`src/rtl/wp_logger_pkg.sv`:
```
package wp_logger_pkg;

    typedef enum logic [1:0] {
        ST_IDLE = 2'd0,
        ST_ADDR = 2'd1,
        ST_INFO = 2'd2,
        ST_HALT = 2'd3
    } wp_state_e;

    localparam logic [1:0] SZ_BYTE = 2'd0;
    localparam logic [1:0] SZ_HALF = 2'd1;
    localparam logic [1:0] SZ_WORD = 2'd2;

    localparam int MODE_W    = 4;
    localparam int MB_ANY    = 0;
    localparam int MB_WORD   = 1;
    localparam int MB_HALF   = 2;
    localparam int MB_BYTE   = 3;

    localparam int SZW       = 2;
    localparam int INFO_SZ_LSB = 4;

endpackage

```
`src/rtl/wp_match.sv`:
```
module wp_match
    import wp_logger_pkg::*;
#(
    parameter int AW = 32,
    parameter int DW = 32
) (
    input  logic              enable,
    input  logic              valid,
    input  logic [AW-1:0]     addr,
    input  logic [DW-1:0]     data,
    input  logic [SZW-1:0]    size,
    input  logic [MODE_W-1:0] mode,
    input  logic [DW-1:0]     check,
    input  logic [DW/8-1:0]   bmask,
    input  logic [AW-1:0]     lo,
    input  logic [AW-1:0]     hi,
    output logic              hit
);
    localparam int NB = DW / 8;

    logic [NB-1:0] byte_ok;
    logic          in_win;
    logic          mode_ok;
    logic          size_ok;
    logic          data_ok;

    for (genvar b = 0; b < NB; b++) begin : g_byte
        assign byte_ok[b] = bmask[b] | (data[b*8 +: 8] == check[b*8 +: 8]);
    end

    always_comb begin
        in_win  = (addr >= lo) && (addr <= hi);
        mode_ok = $onehot(mode);
        size_ok = (mode[MB_WORD] && (size == SZ_WORD))
                | (mode[MB_HALF] && (size == SZ_HALF))
                | (mode[MB_BYTE] && (size == SZ_BYTE));
        data_ok = &byte_ok;
        hit     = enable && valid && in_win && mode_ok
                  && (mode[MB_ANY] || (size_ok && data_ok));
    end

endmodule

```
`src/rtl/wp_pick.sv`:
```
module wp_pick #(
    parameter int N  = 3,
    parameter int IW = (N > 1) ? $clog2(N) : 1
) (
    input  logic [N-1:0]  req,
    output logic          any,
    output logic [IW-1:0] idx
);
    always_comb begin
        any = |req;
        idx = '0;
        for (int i = N - 1; i >= 0; i--) begin
            if (req[i]) begin
                idx = IW'(i);
            end
        end
    end
endmodule

```
`src/rtl/wp_ring_ptr.sv`:
```
module wp_ring_ptr #(
    parameter int AW        = 32,
    parameter int REC_BYTES = 8
) (
    input  logic          clk,
    input  logic          rst_n,
    input  logic [AW-1:0] start_addr,
    input  logic [AW-1:0] end_addr,
    input  logic          wrap_en,
    input  logic          reload,
    input  logic          advance,
    input  logic          full_clr,
    output logic [AW-1:0] ptr,
    output logic          at_end,
    output logic          full
);
    logic [AW-1:0] ptr_nx;
    logic          full_set;

    always_comb begin
        at_end   = (ptr >= end_addr);
        full_set = advance && at_end;
        ptr_nx   = ptr;
        if (reload) begin
            ptr_nx = start_addr;
        end else if (advance) begin
            if (!at_end) begin
                ptr_nx = ptr + AW'(REC_BYTES);
            end else if (wrap_en) begin
                ptr_nx = start_addr;
            end
        end
    end

    always_ff @(posedge clk or negedge rst_n) begin
        if (!rst_n) begin
            ptr  <= '0;
            full <= 1'b0;
        end else begin
            ptr <= ptr_nx;
            if (full_set) begin
                full <= 1'b1;
            end else if (full_clr) begin
                full <= 1'b0;
            end
        end
    end
endmodule

```
`src/rtl/wp_logger.sv`:
```
module wp_logger
    import wp_logger_pkg::*;
#(
    parameter int NSRC = 3,
    parameter int AW   = 32,
    parameter int DW   = 32
) (
    input  logic                 clk,
    input  logic                 rst_n,
    input  logic [NSRC-1:0]      src_valid,
    input  logic [NSRC*AW-1:0]   src_addr,
    input  logic [NSRC*DW-1:0]   src_data,
    input  logic [NSRC*SZW-1:0]  src_size,
    input  logic [NSRC-1:0]      cfg_src_en,
    input  logic [MODE_W-1:0]    cfg_mode,
    input  logic [DW-1:0]        cfg_check,
    input  logic [DW/8-1:0]      cfg_byte_mask,
    input  logic [AW-1:0]        cfg_watch_lo,
    input  logic [AW-1:0]        cfg_watch_hi,
    input  logic [AW-1:0]        cfg_store_start,
    input  logic [AW-1:0]        cfg_store_end,
    input  logic                 cfg_wrap_en,
    input  logic                 cfg_ptr_reload,
    input  logic                 cfg_full_clr,
    output logic                 mem_we,
    output logic [AW-1:0]        mem_addr,
    output logic [DW-1:0]        mem_wdata,
    output logic [AW-1:0]        next_addr,
    output logic                 full_flag
);
    localparam int NB        = DW / 8;
    localparam int REC_BYTES = 2 * NB;
    localparam int IDW       = (NSRC > 1) ? $clog2(NSRC) : 1;

    wp_state_e       state, state_nx;
    logic [NSRC-1:0] hit;
    logic            hit_any;
    logic [IDW-1:0]  hit_idx;
    logic            accept;
    logic            advance;
    logic            at_end;
    logic [AW-1:0]   ptr;
    logic [AW-1:0]   rec_addr;
    logic [DW-1:0]   rec_info;
    logic [DW-1:0]   info_nx;
    logic            first_phase;

    // Per-source qualification
    for (genvar g = 0; g < NSRC; g++) begin : g_src
        wp_match #(.AW(AW), .DW(DW)) u_match (
            .enable (cfg_src_en[g]),
            .valid  (src_valid[g]),
            .addr   (src_addr[g*AW +: AW]),
            .data   (src_data[g*DW +: DW]),
            .size   (src_size[g*SZW +: SZW]),
            .mode   (cfg_mode),
            .check  (cfg_check),
            .bmask  (cfg_byte_mask),
            .lo     (cfg_watch_lo),
            .hi     (cfg_watch_hi),
            .hit    (hit[g])
        );
    end

    wp_pick #(.N(NSRC), .IW(IDW)) u_pick (
        .req (hit),
        .any (hit_any),
        .idx (hit_idx)
    );

    assign advance = (state == ST_INFO) && !cfg_ptr_reload;

    wp_ring_ptr #(.AW(AW), .REC_BYTES(REC_BYTES)) u_ptr (
        .clk        (clk),
        .rst_n      (rst_n),
        .start_addr (cfg_store_start),
        .end_addr   (cfg_store_end),
        .wrap_en    (cfg_wrap_en),
        .reload     (cfg_ptr_reload),
        .advance    (advance),
        .full_clr   (cfg_full_clr),
        .ptr        (ptr),
        .at_end     (at_end),
        .full       (full_flag)
    );

    // State register
    always_ff @(posedge clk or negedge rst_n) begin
        if (!rst_n) begin
            state <= ST_IDLE;
        end else begin
            state <= state_nx;
        end
    end

    // Next state and record acceptance
    always_comb begin
        state_nx = state;
        accept   = 1'b0;
        if (cfg_ptr_reload) begin
            state_nx = ST_IDLE;
        end else begin
            unique case (state)
                ST_IDLE: begin
                    if (hit_any) begin
                        accept   = 1'b1;
                        state_nx = ST_ADDR;
                    end
                end
                ST_ADDR: begin
                    state_nx = ST_INFO;
                end
                ST_INFO: begin
                    if (at_end && !cfg_wrap_en) begin
                        state_nx = ST_HALT;
                    end else if (hit_any) begin
                        accept   = 1'b1;
                        state_nx = ST_ADDR;
                    end else begin
                        state_nx = ST_IDLE;
                    end
                end
                ST_HALT: begin
                    state_nx = ST_HALT;
                end
            endcase
        end
    end

    // Info word of the winning source
    always_comb begin
        info_nx = '0;
        info_nx[IDW-1:0] = hit_idx;
        info_nx[INFO_SZ_LSB +: SZW] = src_size[hit_idx*SZW +: SZW];
    end

    // Record capture
    always_ff @(posedge clk or negedge rst_n) begin
        if (!rst_n) begin
            rec_addr <= '0;
            rec_info <= '0;
        end else if (accept) begin
            rec_addr <= src_addr[hit_idx*AW +: AW];
            rec_info <= info_nx;
        end
    end

    // Outputs
    always_comb begin
        mem_we      = 1'b0;
        mem_addr    = ptr;
        mem_wdata   = '0;
        first_phase = 1'b0;
        unique case (state)
            ST_ADDR: begin
                mem_we      = 1'b1;
                mem_addr    = ptr;
                mem_wdata   = DW'(rec_addr);
                first_phase = 1'b1;
            end
            ST_INFO: begin
                mem_we    = 1'b1;
                mem_addr  = ptr + AW'(NB);
                mem_wdata = rec_info;
            end
            ST_IDLE, ST_HALT: begin
                mem_we = 1'b0;
            end
        endcase
        next_addr = ptr;
    end

endmodule

```
`config.mk`:
```
export PLATFORM = sky130hd
export DESIGN_NAME = wp_logger
export DESIGN_NICKNAME = d
export VERILOG_FILES = /design/src/rtl/wp_logger_pkg.sv /design/src/rtl/wp_match.sv /design/src/rtl/wp_pick.sv /design/src/rtl/wp_ring_ptr.sv /design/src/rtl/wp_logger.sv
export SDC_FILE = /design/constraint.sdc
export NUM_CORES = 1
export LEC_CHECK = 0
export ABC_AREA = 1
export BUFFER_PORTS_ARGS = -buffer_cell sky130_fd_sc_hd__buf_2
export CAP_MARGIN = 20
export CORE_AREA = 4 4 181 183
export CTS_BUF_LIST = sky130_fd_sc_hd__clkbuf_8
export CTS_CLUSTER_SIZE = 14
export DETAILED_ROUTE_END_ITERATION = 6
export DIE_AREA = 0 0 185 187
export PLACE_DENSITY_LB_ADDON = 0.3
export SETUP_SLACK_MARGIN = 0.05
export SLEW_MARGIN = 20
export SYNTH_ARGS = -nofsm -noshare
export SYNTH_HDL_FRONTEND = slang
export SYNTH_SLANG_ARGS = --single-unit
```
`constraint.sdc`:
```
create_clock -name clk -period 2.6 [get_ports clk]
set_input_delay 0.52 -clock clk [delete_from_list [all_inputs] [get_ports clk]]
set_output_delay 0.52 -clock clk [all_outputs]
set_load 0.01 [all_outputs]
```
==> Yosys cells after proc, flatten, opt, wreduce, memory -nomap -nowiden <==
Cells that the tools add are included.
{ "word_totals": {"inputBits": 377, "reg_bits": 71, "elab_cells": 130} }
{ "classes": {"n_eq_ne": 24, "n_lt_le_gt_ge": 7, "reduce_logical": 48, "n_addsub": 5, "n_bitwise": 18, "shift": 2, "n_mux": 21} }
{ "op_table": {"columns": ["operator", "n"], "rows": [
  ["$mux 32", 5],
  ["$ge 32x32->1", 4],
  ["$eq 8x8->1", 12],
  ["$le 32x32->1", 3],
  ["$shiftx 96x8->32", 1],
  ["$pmux 32 s2", 1],
  ["$add 32x3->32 const B", 1],
  ["$add 32x4->32 const B", 1],
  ["$logic_and 1x1->1", 30],
  ["$or 1x1->1", 18],
  ["$mux 2", 6],
  ["$reduce_and 4->1", 3],
  ["$eq 2x2->1 const B", 5],
  ["$eq 2x1->1 const B", 4],
  ["$logic_not 2->1", 4],
  ["$pmux 2 s4", 1],
  ["$mux 1", 6],
  ["$ne 3x3->1 const B", 2],
  ["$shiftx 6x4->2", 1],
  ["$add 1x1->2", 2],
  ["$pmux 1 s2", 2],
  ["$reduce_bool 2->1", 2],
  ["$reduce_or 2->1", 2],
  ["$add 3x3->3", 1],
  ["5 further kinds", 8]
]} }

==> Longest topological paths before layout <==
{ "logic_depth": {"word_depth": 12, "depth_mapped": 23, "ltp_nobuf": 22} }

==> Cells and area by module <==
Synthesis repeated with hierarchy kept, for this count alone.
{ "hier_totals": {"cells_unflattened": 2356, "area_unflattened_um2": 13950.9} }
{ "by_module_without_submodules": {"columns": ["mod", "instances", "area_per_inst_um2", "cells_each", "seq_area_each_um2"], "rows": [
  ["wp_match (g_src[0].u_match ...)", 2, 2396.0, 419, 0.0],
  ["wp_ring_ptr", 1, 3439.5, 553, 825.8],
  ["wp_logger", 1, 3383.2, 571, 950.9],
  ["wp_match (g_src[1].u_match)", 1, 2304.7, 387, 0.0],
  ["wp_pick", 1, 31.3, 7, 0.0]
]} }

==> Worst setup path before layout <==
Ideal clock, no wire load.
{ "synth_path": {"path_type": "input to register", "startpoint": "input port cfg_mode[2]", "endpoint": "register rec_addr[0]", "required_ps": 2482, "path_buffers": 1, "t_arrival_ps": 2557, "cell_stages": 14, "setup_slack_ps": -75, "path_cell_list": "ha_1 -> ha_1 -> fa_1 -> nor2_1 -> nand2_1 -> nor2_1 -> nand2_1 -> nor2_4 -> buf_4 -> nand3_1 -> nand2_1 -> nand2_1 -> nand3_1 -> nand2_1"} }
{ "synth_via": {"elab_chain_cells": 11, "elab_cells_between_ends": 33, "cone_classes": "add/sub: 2; eq/ne: 1; shift: 1; mux: 7; bitwise: 6; reduce/logical: 16"} }
{ "synth_lines": {"columns": ["element", "line_no", "text"], "rows": [
  ["from (decl)", "wp_logger.sv:15", "input logic [MODE_W-1:0] cfg_mode,"],
  ["branches (longest 11 deep; another with $add 3x3->3)", null, null],
  ["to (signal assigned)", "wp_logger.sv:143", "rec_addr <= src_addr[hit_idx*AW +: AW];"],
  ["to (decl)", "wp_logger.sv:43", "logic [AW-1:0] rec_addr;"]
]} }
Parallel ways; which one is timed is not known.
A chain may end at the register's enable or synchronous reset.

==> Final worst setup path <==
{ "layout_path": {"startpoint": "register u_ptr.ptr[3]", "endpoint": "output port mem_addr[31]"} }
{ "layout_via": {"elab_chain_cells": 2} }
{ "layout_lines": {"columns": ["element", "line_no", "text"], "rows": [
  ["from (decl)", "wp_ring_ptr.sv:13", "output logic [AW-1:0] ptr,"],
  ["from (signal assigned)", "wp_ring_ptr.sv:40", "ptr <= ptr_nx;"],
  ["$add 32x3->32", "wp_logger.sv:163", "mem_addr = ptr + AW'(NB);"],
  ["$mux 32", "wp_logger.sv:154", "unique case (state)"],
  ["to (decl)", "wp_logger.sv:26", "output logic [AW-1:0] mem_addr,"]
]} }
Every way passes these cells.

==> flow_summary_export.csv <==
group,metric,value,unit
outcome,status,"complete, but fails checks",
outcome,failed_checks,"setup timing",
global_routing,grt_max_degree,42,
route,drc_errors,0,
cells_and_area,final_common_cell,"nand2_1",
global_routing,antenna_found_initial,1,
timing,setup_violations,18,
cells_and_area,multi_input_area,10620,um^2
worst_setup_path,path_class,"reg2out",
global_routing,grt_util_all_layers,0.2883,
place,hpwl,45.13,mm
clock_network,clk_pin_slew,0.08,ns
worst_setup_path,crit_path_frequent_cell,"nor2_4",
die,core,31230,um^2
place,placed_cells,3158,
cells_and_area,fin_nets,3445,
place,io_buffer_count,474,
clock_network,htree_levels,3,
power_and_ir_drop,max-vdd-ir-drop,0.2265,mV
worst_setup_path,cp.arrival,2.48,ns
die,placementRows,65,
clock_network,numCtsBuffers,9,
global_routing,grt_pass1_vias,15800,
synth,syn_nets,2712,
die,start_util,0.4130,
power_and_ir_drop,power_leakage,11.49,nW
timing,skew,0.02027,ns
power_and_ir_drop,powerDensity,375.4,nW/um^2
route,vias,16850,
route,antenna_left,0,
cells_and_area,drive_gt1_frac,0.3608,
route,vias_per_cell,5.200,
clock_network,cts.sinks,71,
worst_setup_path,worstSetupEndpointType,"output pin",
clock_network,root_buffer,"clkbuf_8",
timing,rsz0062_at_grt,"yes",
synth,synth_cells,2100,
worst_setup_path,crit_required,2.08,ns
global_routing,globalRouteOverflowTotal,0,
cells_and_area,mostFrequentLayoutCells,"nand2_1 (607), buf_2 (464), inv_1 (336), buf_4 (240), ha_1 (212)",
timing,worst_pin_slew,0.4796,ns
synth,ys_ff_latch,71,
synth,yosysSeqAreaShare,0.1377,
synth,syn_area,12900,um^2
route,wl_per_cell,17.55,um
timing,setup_tns,-2.653,ns
worst_setup_path,max_stage_delay,0.39,ns
synth,ys_types,44,
worst_setup_path,path_max_fanout,4,
worst_setup_path,critPathLaunchType,"register",
timing,post-route-period-util,1.156,
cells_and_area,stdcell_count,3241,
timing,report.final.slew_viol_count,0,
timing,layout_setup_ws,-0.4048,ns
worst_setup_path,critical_path_buf_inv_count,3,
worst_setup_path,critPathSlowestCell,"dfrtp_1",
timing,finalCriticalPeriod,3.005,ns
cells_and_area,regArea,1780,um^2
worst_setup_path,cp_cell_sequence,"ha_4 -> nand2_4 -> nor2_4 -> inv_2 -> nor2_4 -> inv_2 -> nor2_4 -> nand2_2 -> nor3_4 -> nand4_1 -> xor2_1 -> nor2_1 -> a21oi_2 -> buf_2",
job,cap_violations,0,
die,die_x,185,um
synth,syn_area_per_cell,6.142,um^2
die,pin_count,475,
die,die_area,34600,um^2
worst_setup_path,crit_family,"simple AND/OR/NAND/NOR gates",
clock_network,clock_latency,0.38,ns
cells_and_area,area_growth,53.85,%
place,gp_congestion,0.9534,
global_routing,grt_pass1_wl,81.03,mm
route,drtIter0Drc,1299,
route,drtPass1Iterations,6,
cells_and_area,nFillCells,2785,
timing,slew_headroom,0.6802,
timing,fmax,332.8,MHz
clock_network,clockBufferDepth,2,
route,postRouteWirelength,56.89,mm
hold_path,hold_class,"in2async",
synth,yosysWarnings,0,
clock_network,cts_tree,"built",
timing,finalHoldViolCount,0,
die,die_h,187,um
-- through the flow --
step	util	hold slack [ns]	power, mW	setup WS, ns	cell area (um^2)
6_report	0.6354	0.09907	7.449	-0.4048	19840
5_1_grt	0.6354	0.1013	8.006	-0.4931	19840
4_1_cts	0.5825	0.09754	6.888	-0.4039	18190
3_5_place_dp	0.5601	0.4664	5.749	-0.4027	17490
3_3_place_gp	0.5601	0.4567	5.662	-0.3948	17490
2_1_floorplan	-	0.2244	3.847	0.03845	12950
-- final cells by class --
type / count / share of cell area
Antenna cell: 1 / 0.0001261
Clock inverter: 6 / 0.003026
Multi-Input combinational cell: 1607 / 0.5349
Inverter: 367 / 0.07055
Sequential cell: 71 / 0.08972
Clock buffer: 10 / 0.006936
Timing Repair Buffer: 777 / 0.2694
Tap cell: 402 / 0.02535
-- repair_timing --
item,in CTS,in global routing
hold buffers,0,0
setup buffers,25,31
gates resized for setup,75,266
gates cloned,1,16
pin swaps,30,102
endpoints found under the setup margin,68,94
-- worst register-to-register path: cells and delay by family, from the launching register on --
kind / cells / cell delay [ns]
AO/OA/AOI/OAI: 4 / 0.45
adder cells (fa/ha/maj): 1 / 0.31
buffers and inverters: 4 / 0.57
flip-flops: 1 / 0.40
AND/OR/NAND/NOR: 8 / 0.80
-- power breakdown --
group          internal (mW)  leakage (nW)  switching [mW]
clock                  0.464        0.0981           0.474
sequential              1.48         0.895           0.308
combinational           2.09          10.5            2.63
-- logic make-up after synthesis --
group | count (synthesis) | share of synthesized area
AND/OR/NAND/NOR | 1035 | 0.3355
buffers and inverters | 422 | 0.1306
XOR/XNOR | 105 | 0.07130
AO/OA/AOI/OAI | 232 | 0.09632
flip-flops | 71 | 0.1377
adder cells (fa/ha/maj) | 235 | 0.2285
-- worst paths after layout --
path / from / end / slack, ns / cells past startpoint
setup / recovery: u_ptr.ptr[3] / mem_addr[31] / -0.40 / 14
hold / removal: rst_n / u_ptr.ptr[14] / 0.1 / 1
setup reg to reg: u_ptr.ptr[19] / rec_addr[27] / 0.01 / 17
hold reg to reg: rec_addr[22] / rec_addr[22] / 0.48 / 2
max in group asynchronous: rst_n / rec_info[1] / 1.90 / 2
min in group clk: cfg_full_clr / u_ptr.full / 0.34 / 2
-- flip-flops by register name, indices dropped and copies added, names as in the netlist --
register	flops
u_ptr.ptr	32
u_ptr.full	1
rec_info	4
rec_addr	32
state	2
-- layer usage --
layer | part of all wire | global-route usage | up-vias
met3 | 0.080 | 0.04142 | 179
li1 | - | - | 8167
met4 | 0.041 | 0.09317 | 2
met1 | 0.40 | 0.3672 | 7669
met2 | 0.48 | 0.4994 | 837
met5 | 0.00011 | 0 | -
-- Yosys cell counts (all sizes together) --
| library cell | number | area, um^2 |
|---|---|---|
| nor2 | 146 | 568.0 |
| buf | 29 | 208.9 |
| o21bai | 7 | 56.30 |
| ha | 234 | 2928 |
| o21a | 11 | 82.58 |
| inv | 366 | 1374 |
| fa | 1 | 20.02 |
| nor4b | 1 | 8.760 |
| nand3b | 1 | 7.510 |
| a32oi | 2 | 17.52 |
| xnor2 | 65 | 569.3 |
| nand4 | 69 | 446.7 |
| o21ai | 87 | 435.4 |
| and3 | 1 | 6.260 |
| a21oi | 112 | 560.5 |
| a31oi | 7 | 43.79 |
| nand2 | 679 | 2566 |
| nor4 | 4 | 31.28 |
| nor3 | 19 | 100.1 |
| xor2 | 40 | 350.3 |
| a21o | 4 | 30.03 |
| nand3 | 109 | 555.5 |
| dfrtp | 71 | 1777 |
| clkinv | 1 | 3.750 |
| clkbuf | 26 | 97.59 |
| o31ai | 1 | 7.510 |
| o32ai | 1 | 8.760 |
| or2 | 6 | 37.54 |
Note: power is estimated with default switching activity, not from simulation.
